File: config.mk
export PLATFORM = sky130hd
export DESIGN_NAME = tx_bit_retimer
export DESIGN_NICKNAME = d
export VERILOG_FILES = /design/src/rtl/txr_pkg.sv /design/src/rtl/txr_sync.sv /design/src/rtl/txr_rise_det.sv /design/src/rtl/txr_tick_gen.sv /design/src/rtl/txr_retime_core.sv /design/src/rtl/tx_bit_retimer.sv
export SDC_FILE = /design/constraint.sdc
export NUM_CORES = 1
export LEC_CHECK = 0
export ABC_AREA = 1
export BUFFER_PORTS_ARGS = -buffer_cell sky130_fd_sc_hd__buf_2
export CAP_MARGIN = 10
export CORE_UTILIZATION = 50
export CTS_BUF_LIST = sky130_fd_sc_hd__clkbuf_16
export DETAILED_ROUTE_END_ITERATION = 8
export HOLD_SLACK_MARGIN = 0.03
export PLACE_DENSITY = 0.67
export SLEW_MARGIN = 10
export SYNTH_ARGS = -nofsm -noshare
export SYNTH_HDL_FRONTEND = slang
export SYNTH_HIERARCHICAL = 1
export SYNTH_SLANG_ARGS = --single-unit
File: constraint.sdc
create_clock -name clk -period 1.7 [get_ports clk]
set_clock_uncertainty 0.1 [all_clocks]
set_input_delay 0.51 -clock clk [delete_from_list [all_inputs] [get_ports clk]]
set_output_delay 0.51 -clock clk [all_outputs]
set_load 0.05 [all_outputs]
File: src/rtl/txr_pkg.sv
// Package: shared types and constants for the transmit bit retimer.
// Assumes: nothing beyond IEEE 1800-2017.
package txr_pkg;

    // Output source selection held between ticks
    typedef enum logic {
        TXR_DIRECT  = 1'b0,
        TXR_RETIMED = 1'b1
    } txr_mode_e;

    // Idle line level of the serial data path
    localparam logic TXR_MARK = 1'b1;

endpackage

File: src/rtl/txr_sync.sv
// Module: multi-flop synchroniser for one asynchronous level.
// Assumes: STAGES >= 2; the input is a slow level (phases of many clocks),
// so only metastability, not data loss, is a concern.
module txr_sync #(
    parameter int   STAGES  = 2,
    parameter logic RST_VAL = 1'b1
) (
    input  logic clk,
    input  logic rst_n,
    input  logic async_i,
    output logic sync_o
);

    logic [STAGES-1:0] chain_q;

    genvar gi;
    generate
        for (gi = 0; gi < STAGES; gi++) begin : g_stage
            if (gi == 0) begin : g_first
                // First flop samples the asynchronous pin
                always_ff @(posedge clk) begin
                    if (!rst_n) chain_q[0] <= RST_VAL;
                    else        chain_q[0] <= async_i;
                end
            end else begin : g_rest
                // Later flops settle the sampled level
                always_ff @(posedge clk) begin
                    if (!rst_n) chain_q[gi] <= RST_VAL;
                    else        chain_q[gi] <= chain_q[gi-1];
                end
            end
        end
    endgenerate

    assign sync_o = chain_q[STAGES-1];

endmodule

File: src/rtl/txr_rise_det.sv
// Module: rising-edge detector on an already synchronised level.
// Assumes: the input is synchronous to clk; the reset value matches the
// idle level so that no false edge appears after reset.
module txr_rise_det #(
    parameter logic RST_VAL = 1'b1
) (
    input  logic clk,
    input  logic rst_n,
    input  logic level_i,
    output logic rise_o
);

    logic prev_q;

    // Remember last cycle's level
    always_ff @(posedge clk) begin
        if (!rst_n) prev_q <= RST_VAL;
        else        prev_q <= level_i;
    end

    assign rise_o = level_i & ~prev_q;

endmodule

File: src/rtl/txr_tick_gen.sv
// Module: bit-rate tick generator; one-cycle pulse every DIV clocks.
// Assumes: DIV >= 2. The count restarts at reset, so the first tick acts
// on the DIV-th edge after reset release.
module txr_tick_gen #(
    parameter int DIV = 83333
) (
    input  logic clk,
    input  logic rst_n,
    output logic tick_o
);

    localparam int CNT_W = (DIV > 1) ? $clog2(DIV) : 1;
    localparam logic [CNT_W-1:0] LAST = CNT_W'(DIV - 1);

    logic [CNT_W-1:0] cnt_q;

    // Free-running modulo-DIV counter
    always_ff @(posedge clk) begin
        if (!rst_n)             cnt_q <= '0;
        else if (cnt_q == LAST) cnt_q <= '0;
        else                    cnt_q <= cnt_q + 1'b1;
    end

    assign tick_o = (cnt_q == LAST);

endmodule

File: src/rtl/txr_retime_core.sv
// Module: two-stage bit buffer, mode flag and request flag.
// Assumes: strobe/data are synchronised; load and tick are single-cycle
// pulses. On a coincident load and tick, the tick copies the old holding value.
module txr_retime_core
    import txr_pkg::*;
(
    input  logic      clk,
    input  logic      rst_n,
    input  logic      tick_i,
    input  logic      load_i,
    input  logic      strobe_i,
    input  logic      data_i,
    output logic      hold_o,
    output logic      stage_o,
    output txr_mode_e mode_o,
    output logic      mod_bit_o,
    output logic      req_n_o
);

    logic      hold_q;
    logic      stage_q;
    txr_mode_e mode_q;
    logic      req_n_q;

    // Holding stage: capture host data on a strobe rising edge
    always_ff @(posedge clk) begin
        if (!rst_n)      hold_q <= TXR_MARK;
        else if (load_i) hold_q <= data_i;
    end

    // Output stage: take the holding value at each tick
    always_ff @(posedge clk) begin
        if (!rst_n)      stage_q <= TXR_MARK;
        else if (tick_i) stage_q <= hold_q;
    end

    // Mode flag: strobe level at the tick picks direct or retimed
    always_ff @(posedge clk) begin
        if (!rst_n)      mode_q <= TXR_DIRECT;
        else if (tick_i) mode_q <= strobe_i ? TXR_DIRECT : TXR_RETIMED;
    end

    // Request flag: set low at a tick with strobe low, cleared by strobe high
    always_ff @(posedge clk) begin
        if (!rst_n)        req_n_q <= 1'b1;
        else if (strobe_i) req_n_q <= 1'b1;
        else if (tick_i)   req_n_q <= 1'b0;
    end

    // Modulator source selection
    always_comb begin
        if (mode_q == TXR_RETIMED) mod_bit_o = stage_q;
        else                       mod_bit_o = data_i;
    end

    assign hold_o  = hold_q;
    assign stage_o = stage_q;
    assign mode_o  = mode_q;
    assign req_n_o = req_n_q;

endmodule

File: src/rtl/tx_bit_retimer.sv
// Module: top of the transmit bit retiming interface.
// Assumes: SYS_CLK_HZ is an integer multiple of BIT_RATE_HZ, at least twice
// it; host strobe phases last longer than SYNC_STAGES + 1 system clocks.
module tx_bit_retimer
    import txr_pkg::*;
#(
    parameter int SYS_CLK_HZ  = 100_000_000,
    parameter int BIT_RATE_HZ = 1200,
    parameter int SYNC_STAGES = 2
) (
    input  logic clk,
    input  logic rst_n,
    input  logic host_data_i,
    input  logic host_strobe_i,
    output logic mod_bit_o,
    output logic bit_req_n_o
);

    localparam int TICK_DIV = SYS_CLK_HZ / BIT_RATE_HZ;

    logic      data_s;
    logic      strobe_s;
    logic      strobe_rise;
    logic      bit_tick;
    logic      hold_q;
    logic      stage_q;
    txr_mode_e mode_q;

    txr_sync #(.STAGES(SYNC_STAGES), .RST_VAL(TXR_MARK)) u_data_sync (
        .clk     (clk),
        .rst_n   (rst_n),
        .async_i (host_data_i),
        .sync_o  (data_s)
    );

    txr_sync #(.STAGES(SYNC_STAGES), .RST_VAL(1'b1)) u_strobe_sync (
        .clk     (clk),
        .rst_n   (rst_n),
        .async_i (host_strobe_i),
        .sync_o  (strobe_s)
    );

    txr_rise_det #(.RST_VAL(1'b1)) u_strobe_edge (
        .clk     (clk),
        .rst_n   (rst_n),
        .level_i (strobe_s),
        .rise_o  (strobe_rise)
    );

    txr_tick_gen #(.DIV(TICK_DIV)) u_tick (
        .clk    (clk),
        .rst_n  (rst_n),
        .tick_o (bit_tick)
    );

    txr_retime_core u_core (
        .clk       (clk),
        .rst_n     (rst_n),
        .tick_i    (bit_tick),
        .load_i    (strobe_rise),
        .strobe_i  (strobe_s),
        .data_i    (data_s),
        .hold_o    (hold_q),
        .stage_o   (stage_q),
        .mode_o    (mode_q),
        .mod_bit_o (mod_bit_o),
        .req_n_o   (bit_req_n_o)
    );

endmodule

-- Word level (Yosys, flattened, before mapping)
Cells that the tools add are included.
- logic and storage cells: 19
- bits of input ports: 4
- bits in registers: 26
- output and inout bits: 2
- mux-type cells: 2
- reduce and logical (&&, ||, !) cells: 2
- add/subtract/negate cells: 1
- equal/unequal tests: 1
- bitwise logic cells: 3
- operators by type and width (operator ; number):
    adder 17 x 1 -> 17 bit, second input constant ; 1
    equality test 17 bit, second input constant ; 1
    OR reduction 2 bit ; 2
    2-to-1 mux 1 bit ; 2
    inverter 1 bit ; 2
    bitwise AND 1 bit ; 1

-- Logic depth before layout (Yosys ltp)
- depth after elaboration: 2
- depth in mapped cells: 9
- gate-level depth less buffers: 9

-- Cells and area by module
The synthesis kept the hierarchy.
- by module, submodules not included (module ; cells an instance ; sequential area each (µm²) ; area each (µm²) ; instances):
    txr_tick_gen ; 138 ; 340.3 ; 925.9 ; 1
    txr_retime_core ; 22 ; 80.1 ; 152.6 ; 1
    txr_sync ; 6 ; 40.0 ; 55.1 ; 2
    txr_rise_det ; 4 ; 20.0 ; 33.8 ; 1

-- Worst setup path before layout
Ideal clock, no wire load.
- path kind: reg2out
- from: register u_data_sync.chain_q[1], in the netlist u_data_sync/sync_o
- to: output port mod_bit_o
- data required time: 1090 ps
- buffers on the path: 0
- slack: -333 ps
- data arrival time: 1423 ps
- cell stages (with the launch flop): 3
- cells stage by stage: dfxtp_1 > inv_1 > o21ai_0
- word-level cells in the longest chain between the ends: 1
- RTL lines (item ; RTL line ; text):
    from (decl) ; txr_sync.sv:14 ; logic [STAGES-1:0] chain_q;
    from (signal, indexed assignment) ; txr_sync.sv:29 ; else chain_q[gi] <= chain_q[gi-1];
    2-to-1 mux 1 bit ; txr_retime_core.sv:52 ; if (mode_q == TXR_RETIMED) mod_bit_o = stage_q;
    to (decl) ; tx_bit_retimer.sv:15 ; output logic mod_bit_o,
Every way passes these cells.

-- Final worst setup path
Ends and elaborated chain as after synthesis.

==> impl_metrics.toml <==
[run_status]
status = "finished, final reports clean"

[drt]
drt-total-wl_um = 2290
via_per_inst = 4.79
via_count = 1016
antenna_left = 0
first_pass_iters = 4
wl_per_cell_um = 10.8
initialDrtViolationCount = 33
drc = 0

[die]
rows = 17
ios = 6
die_y_um = 51.4
die_x_um = 51.4
core_mm2 = 0.00225
start_util_pct = 54.2
die-area_mm2 = 0.00265

[timing]
hold_viol = 0
min_period_ns = 1.59
setup_viol = 0
fmax_mhz = 627
grt_setup_unrepaired = "false"
fin_crit_sh_pct = 93.8
tightest_slew_ns = 0.237
fin_setup_tns_ns = 0
drv_slew = 0
slew_headroom_pct = 84.2

[setup_path]
path_max_fanout = 2
cp.arrival_ns = 0.98
critPathLaunchType = "flip-flop"
path_class = "reg -> out"
required_ns = 1.09
endpoint_kind = "output pin"

[synth]
synthDistinctLibCells = 21
ys_top_cells_by_count = "nand2_1, nor2_1, inv_1"
yosysMostFrequentCell = "nand2_1"
synth_top_area_share_pct = 42.6
yosys_warnings = 6
syn_avg_cell_area_um2 = 6.95
yosysSeqAreaShare_pct = 42.6
syn-num-nets = 182
synth_top_flop_cell = "dfxtp_1"
synth_edf_count = 0
synthCells = 176
syn_area_mm2 = 0.00122
netlist_top_cells_area = "dfxtp_1, nand2_1, nor2_1, inv_1, nand3_1"
ys_seq_elements = 26
yosys.area.top_type = "dfxtp_1"
async_flop_share_pct = 0

[layout]
finish.cell_count_without_fillers = 212
fillerInstances = 243
drive_gt1_share_pct = 10.9
seq_area_um2 = 520
num_antenna_cells = 0
multiInputGateArea_um2 = 586
area_delta_synth_final_pct = 12.8
final_nets = 191

[cts]
path_clk_slew_ns = 0.06
cts_buffers = 3
ctsHtreeMaxLevel = 1
clk_latency_ns = 0.26
cts_tree = "yes"
cts_sinks = 26
hold_buffers = 0
cts.path.max_buffers = 2
clock-root-buffer = "clkbuf_16"
cts_resized = 0
cts_setup_buffers = 0

[grt]
gr-total-overflow = 0
antenna_found_initial = 0
grt_pass1_vias = 870
grt_usage_pct = 19.7
grt_pass1_wl_um = 3800
grt_max_degree = 18

[hold_path]
hold_path_class = "reg -> reg"

[pwr]
p_per_area_mw_per_mm2 = 979
power_leakage_nw = 0.589
irDropWorstVdd_uv = 751

[placement]
portBuffers = 5
place_inst = 208
dp_hpwl_um = 1670
gp_congestion = 0.870

[job]
maxCapViolCount = 0
layer usage:
layer | vias to the layer above | wire, µm | track usage, %
li1 | 553 | - | -
met1 | 432 | 1180 | 27.4
met2 | 24 | 965 | 28.4
met3 | 7 | 95 | 4.46
met4 | 0 | 51 | 9.46
met5 | - | 0 | 0
layout make-up:
class	instances	share of cell area, %
Multi-Input combinational cell	121	42.5
Sequential cell	26	37.7
Inverter	28	7.62
Clock buffer	3	5.44
Tap cell	28	2.54
Clock inverter	1	2.18
Timing Repair Buffer	5	2.00
placed cells by master (no fill, tap or decap):
cell type / count
nand2_1: 45
nor2_1: 34
inv_1: 27
dfxtp_1: 26
nand3_1: 10
nand4_1: 5
a21oi_1: 5
buf_2: 4
clkbuf_16: 3
nand2_2: 3
xnor2_1: 3
nor2_2: 2
nand3_2: 2
xor2_1: 2
o21bai_1: 2
ha_1: 2
bufinv_16: 1
clkbuf_4: 1
o21ai_1: 1
nand2_4: 1
inv_2: 1
nor2_4: 1
o21ai_0: 1
or2_0: 1
a21oi_2: 1
state kept, by name, indices dropped and copies added, names as in the netlist:
signal,count
u_core/mode_o,1
u_strobe_edge/prev_q,1
u_data_sync/sync_o,1
u_strobe_sync/sync_o,1
u_tick/cnt_q,17
u_core/req_n_o,1
u_strobe_sync/chain_q,1
u_core/hold_o,1
u_core/stage_o,1
u_data_sync/chain_q,1
stage by stage:
stage	utilization [%]	cell area, µm²	setup slack [ns]	power [mW]	hold WS (ns)
floorplan	-	1220	0.0463	0.675	0.280
global placement	56.4	1270	0.321	0.686	0.285
detailed placement	56.4	1270	0.283	0.688	0.294
CTS	61.0	1380	0.0647	1.37	0.311
global route	61.2	1380	0.00823	1.40	0.313
finish	61.2	1380	0.106	1.35	0.308
final timing paths:
check / slack (ns) / cells after the start / start / to
min: 0.31 / 2 / u_strobe_sync/chain_q[0] / u_strobe_sync/sync_o
max reg2reg: 0.29 / 6 / u_tick/cnt_q[0] / u_tick/cnt_q[12]
min reg2reg: 0.31 / 2 / u_strobe_sync/chain_q[0] / u_strobe_sync/sync_o
max: 0.11 / 3 / u_data_sync/sync_o / mod_bit_o
cells by family after synthesis:
group / Yosys count / synth area share, %
flip-flops: 26 / 42.6
AO/OA/AOI/OAI: 10 / 4.81
XOR/XNOR: 5 / 3.58
buffers and inverters: 29 / 9.52
adder cells (fa/ha/maj): 2 / 2.05
AND/OR/NAND/NOR: 104 / 37.5
critical path, cell delays in order (launching register included):
cell and delay (ns):
dfxtp_1 0.34, inv_1 0.04, o21ai_1 0.11, clkbuf_4 0.24
where the power goes:
| part | switching (mW) | internal (mW) | leakage, nW |
|---|---|---|---|
| sequential | 0.00979 | 0.621 | 0.211 |
| combinational | 0.0279 | 0.0159 | 0.327 |
| clock | 0.207 | 0.468 | 0.0511 |
Note: power is estimated with default switching activity, not from simulation.
